## src/rtl/moesi_line_ctrl.sv

```systemverilog
module moesi_line_ctrl #(
  parameter int NLINES = 4,
  localparam int IW = (NLINES > 1) ? $clog2(NLINES) : 1
) (
  input  logic          clk,
  input  logic          rst_n,
  input  logic          cpu_req,
  input  logic [1:0]    cpu_op,
  input  logic [IW-1:0] cpu_idx,
  output logic          cpu_ready,
  output logic          cpu_done,
  output logic [2:0]    cpu_state,
  output logic          bus_req,
  output logic [1:0]    bus_cmd,
  output logic          bus_inv,
  output logic          wb_req,
  input  logic          bus_gnt,
  input  logic          bus_shared,
  input  logic          snp_valid,
  input  logic [1:0]    snp_cmd,
  input  logic [IW-1:0] snp_idx,
  output logic          snp_supply,
  output logic          snp_has_copy
);
  localparam logic [2:0] ST_I = 3'd0, ST_S = 3'd1, ST_E = 3'd2, ST_O = 3'd3, ST_M = 3'd4;
  localparam logic [1:0] OP_RD = 2'd0, OP_WR = 2'd1, OP_EV = 2'd2;
  localparam logic [1:0] C_WB = 2'd0, C_RD = 2'd1, C_RDX = 2'd2, C_UPG = 2'd3;

  logic [2:0]    st [NLINES];
  logic          busy_q;
  logic [1:0]    op_q;
  logic [IW-1:0] idx_q;

  logic [1:0]    sel_op;
  logic [IW-1:0] sel_idx;
  logic [2:0]    cur, nxt, snp_st, snp_nxt;
  logic          need, local_wr;

  assign sel_op  = busy_q ? op_q  : cpu_op;
  assign sel_idx = busy_q ? idx_q : cpu_idx;
  assign cur     = st[sel_idx];
  assign snp_st  = st[snp_idx];

  always_comb begin
    need    = 1'b0;
    bus_cmd = C_RD;
    nxt     = cur;
    unique case (sel_op)
      OP_WR: begin
        nxt = ST_M;
        if (cur == ST_I) begin
          need = 1'b1; bus_cmd = C_RDX;
        end else if (cur == ST_S || cur == ST_O) begin
          need = 1'b1; bus_cmd = C_UPG;
        end
      end
      OP_EV: begin
        nxt = ST_I;
        if (cur == ST_M || cur == ST_O) begin
          need = 1'b1; bus_cmd = C_WB;
        end
      end
      default: begin
        if (cur == ST_I) begin
          need = 1'b1;
          nxt  = bus_shared ? ST_S : ST_E;
        end
      end
    endcase
  end

  always_comb begin
    snp_nxt = snp_st;
    if (snp_cmd == C_RD) begin
      if (snp_st == ST_M) snp_nxt = ST_O;
      else if (snp_st == ST_E) snp_nxt = ST_S;
    end else if (snp_cmd == C_RDX || snp_cmd == C_UPG) begin
      snp_nxt = ST_I;
    end
  end

  assign local_wr     = busy_q ? (!need || bus_gnt) : (cpu_req && !need);
  assign cpu_ready    = !busy_q;
  assign cpu_state    = st[cpu_idx];
  assign bus_req      = busy_q && need;
  assign bus_inv      = bus_req && (bus_cmd == C_RDX || bus_cmd == C_UPG);
  assign wb_req       = bus_req && (bus_cmd == C_WB);
  assign snp_has_copy = snp_valid && (snp_st != ST_I);
  assign snp_supply   = snp_valid && (snp_cmd == C_RD || snp_cmd == C_RDX) &&
                        (snp_st == ST_M || snp_st == ST_O);

  always_ff @(posedge clk) begin
    if (!rst_n) begin
      for (int i = 0; i < NLINES; i++) st[i] <= ST_I;
      busy_q   <= 1'b0;
      op_q     <= OP_RD;
      idx_q    <= '0;
      cpu_done <= 1'b0;
    end else begin
      cpu_done <= 1'b0;
      if (snp_valid) st[snp_idx] <= snp_nxt;
      if (!busy_q && cpu_req) begin
        op_q  <= cpu_op;
        idx_q <= cpu_idx;
        if (need) busy_q <= 1'b1;
      end
      if (local_wr) begin
        st[sel_idx] <= nxt;
        cpu_done    <= 1'b1;
        busy_q      <= 1'b0;
      end
    end
  end

  assert_fill_state_R2: assert property (@(posedge clk) disable iff (!rst_n)
    (bus_req && bus_gnt && bus_cmd == C_RD) |=>
      (st[idx_q] == ($past(bus_shared) ? ST_S : ST_E)));

  assert_hit_done_R3: assert property (@(posedge clk) disable iff (!rst_n)
    (!busy_q && cpu_req && cpu_op == OP_RD && st[cpu_idx] != ST_I) |=> (cpu_done && cpu_ready));

  assert_write_modified_R4: assert property (@(posedge clk) disable iff (!rst_n)
    (cpu_done && op_q == OP_WR) |-> (st[idx_q] == ST_M));

  assert_snoop_owner_R7: assert property (@(posedge clk) disable iff (!rst_n)
    (snp_valid && snp_cmd == C_RD && snp_st == ST_M && !(local_wr && sel_idx == snp_idx))
      |=> (st[$past(snp_idx)] == ST_O));

  assert_snoop_inval_R9: assert property (@(posedge clk) disable iff (!rst_n)
    (snp_valid && (snp_cmd == C_RDX || snp_cmd == C_UPG) && !(local_wr && sel_idx == snp_idx))
      |=> (st[$past(snp_idx)] == ST_I));
endmodule

```

## config.mk

```make
export PLATFORM = sky130hd
export DESIGN_NAME = moesi_line_ctrl
export DESIGN_NICKNAME = d
export VERILOG_FILES = /design/src/rtl/moesi_line_ctrl.sv
export SDC_FILE = /design/constraint.sdc
export NUM_CORES = 1
export LEC_CHECK = 0
export BUFFER_PORTS_ARGS = -buffer_cell sky130_fd_sc_hd__buf_2
export CAP_MARGIN = 20
export CELL_PAD_IN_SITES_DETAIL_PLACEMENT = 1
export CELL_PAD_IN_SITES_GLOBAL_PLACEMENT = 1
export CORE_MARGIN = 2
export CORE_UTILIZATION = 45
export CTS_CLUSTER_DIAMETER = 120
export DETAILED_ROUTE_END_ITERATION = 16
export PLACE_DENSITY = 0.9
export SETUP_SLACK_MARGIN = 0.02
export SLEW_MARGIN = 15
export SYNTH_ARGS = -nofsm -noshare
export SYNTH_HDL_FRONTEND = slang
export SYNTH_SLANG_ARGS = --single-unit
```

## constraint.sdc

```tcl
create_clock -name clk -period 7 [get_ports clk]
set_clock_uncertainty 0.2 [all_clocks]
set_input_delay 0.35 -clock clk [delete_from_list [all_inputs] [get_ports clk]]
set_output_delay 0.35 -clock clk [all_outputs]
set_load 0.01 [all_outputs]
```

==> results.md <==
* Worst reg2reg endpoint: st[1][2]$_DFFE_PP_
* Clock sinks at 18
* CTS H-tree lvls at 1
* Mean routed wirelength per cell at 19.21 um
* Post-DP HPWL at ~3500 um
* Boundary Pins at 26
* Vias after detailed routing at 1,396
* Die area at 0.004124 sq mm
* Crit-path cells: mux2_4, mux4_2, a211o_1, a31oi_2, o21ai_0, nor3b_1, buf_2
* Sum Neg Setup Slack at 0 ns
* Relative slew slack at 52.17%
* Synth top area cells: edfxtp_1 (22%), mux4_2 (14%), mux2i_1 (12%)
* Fin crit period at 3.746 ns
* CTS resizes at 0
* Post-synth ARST share at 0%
* Ys Warns at 0
* Worst r2r path cells at 7
* Total core area at about 0.0034 sq mm
* Fmax at 267.0 MHz
* Drc violations at 0
* Power, Total at 326.7 uW
* CP max FO at 12
* Hold EP: op_q[0]$_SDFFE_PN0P_
* Overall routing resource usage at 22.87%
* Clock Tree Buf Depth at 2
* Final setup fails at 0
* Max cap viols at 0
* Die H at 64.22 um
* Cells after Synth at 161
* Worst EP required at 6.45 ns
* Worst hold slack at 0.1250 ns
* I/O Buffers at 25
* Antenna Nets Post-Route at 0
* Critical Path AT at 3.20 ns
* Crit Path Class: reg -> out
* Antenna Cells at 0
* RSZ-0062 raised after global routing: no
* Synth cell count leaders: mux2i_1 (20), inv_1 (15), nor2_1 (15)
* Leak at 0.0007853 uW
* Initial Util at between 40% and 50%
* Via density at between 6 and 7
* Cell Area, Placed at 0.001783 sq mm
* Cell area after layout at between 0.0015 and 0.002 sq mm
* Largest net degree at the start of global routing at 19
* Cell Area, Synth at 0.001632 sq mm
* Post-synth EDFFs at 12
* Iter 0 DRT Violations at 75
* Worst VDD drop at between 0.1 and 0.15 mV
* Clk_lat worst skew at 0.30 ns
* Syn Area/Cell at 10.13 sq um
* CTS tree: built
* Area Growth Syn to Fin at 11.50%
* Yosys cell types at 38
* Tcrit/Tclk final at 53.51%
* Worst-margin pin slew at approximately 0.71 ns
* Final hold violations at 0
* Final nets at 202
* Post-synth top area cell: edfxtp_1
* GP Congestion at around 0.9
* Crit end category: output port
* Worst path slowest cell: dfxtp_1
* First-pass GRT wire length at 7258 um
* Vias in the first global route at 1,472
* Seq cells post-synth at 18
* Synth Flop Type: edfxtp_1
* Most frequent cell after synthesis: mux2i_1
* WL final at 4381 um
* Reg2reg start: busy_q$_SDFFE_PP0P_
* CTS clk-pin slew, worst paths at 0.11 ns
* First-pass DRT Iterations at 4
* P per Cell Area at about 180 mW/mm^2
* Outcome: finished, final reports clean
* Hold-fix buffer count after cts at 0
* Post-synthesis sequential area ratio at ~30%
* Worst min-delay path startpoint: cpu_op[0]
* Hold path cells at 3
* Worst setup SP type: flop
* Setup repair bufs after CTS at 0
* Row cnt at 21
* Global route overflow at 0
* Share of layout cells above drive strength 1 at 28.57%
* CP max stage delay at ~0.71 ns
* Num CTS Buffers at 3
* Root buf cell: clkbuf_4
* Yosys top cell area share at 22.09%
* Max-slew violation count at 0
* Post-Synthesis Net Count at 180
* Type of the worst min-delay path: in -> reg
* Initial antenna violation count at 0
* Final core utilization at between 50% and 60%
* Reg-to-reg setup timing slack at 3.56 ns
* Die X at 64.22 um
==> final cells by class <==
type / count / area, sq um
fill: 400 / 1597
multi-input combinational: 120 / 1064
sequential: 18 / 480.5
timing repair buffer: 25 / 125.1
tap: 46 / 57.56
inverter: 15 / 56.30
clock buffer: 4 / 36.28
==> cell usage in the layout (no fill, tap or decap), drive strengths merged, types with 3 or more instances in the layout <==
cell,instances
buf,25
mux2i,20
nor2,16
inv,15
edfxtp,12
mux4,10
nand2,10
nor2b,8
o21ai,7
dfxtp,6
nor3,5
nand3,5
ha,5
nor3b,5
o211ai,4
clkbuf,4
mux2,4
nand4b,3
nand4,3
a21oi,3
==> report_power, final <==
part | internal (uW) | switching [uW]
sequential | 124 | 10.0
combinational | 51.8 | 73.9
clock | 31.7 | 35.6
total | 207 | 120
==> logic make-up after synthesis <==
logic type / count (synthesis) / synth area share [%]
adder cells (fa/ha/maj): 5 / 3.834
AND/OR/NAND/NOR: 62 / 21.78
multiplexers: 34 / 29.29
buffers and inverters: 23 / 5.367
flip-flops: 18 / 29.45
AO/OA/AOI/OAI: 19 / 10.28
==> sequential cells by signal, summed over array words and instances, names as in the netlist <==
name      count
st           12
idx_q         2
op_q          2
busy_q        1
cpu_done      1
==> layer usage <==
layer	vias up	wire length (um)	track usage, %
met2	52	2238	40.36
met4	0	90	6.383
met5	-	0	0
met1	694	1860	29.04
li1	638	-	-
met3	12	192	3.345
==> critical path: cells and delay by family, from the launching register on <==
family                 cells  cell delay, ns
multiplexers               2            0.94
AO/OA/AOI/OAI              3            0.86
flip-flops                 1            0.71
AND/OR/NAND/NOR            1            0.23
buffers and inverters      1            0.16
==> per-stage QoR <==
| stage | setup slack, ns | std cells |
|---|---|---|
| final | 3.254 | 228 |
| after global routing | 3.037 | 228 |
| after CTS | 3.240 | 228 |
| after detailed placement | 3.552 | 224 |
| after global placement | 3.689 | 224 |
| after floorplan | 4.026 | 161 |
==> how the worst max path moves through the flow <==
stage                     cells after the start            endpoint                 from  slack, ns
after global placement                        7  st[1][2]$_DFFE_PP_  busy_q$_SDFFE_PP0P_       3.69
after global routing                          7              wb_req  busy_q$_SDFFE_PP0P_       3.04
after floorplan                               8  st[1][2]$_DFFE_PP_  busy_q$_SDFFE_PP0P_       4.03
after detailed placement                      7  st[1][2]$_DFFE_PP_  busy_q$_SDFFE_PP0P_       3.55
final                                         7              wb_req  busy_q$_SDFFE_PP0P_       3.25
after CTS                                     7              wb_req  busy_q$_SDFFE_PP0P_       3.24
(Power assumes the default switching activity.)
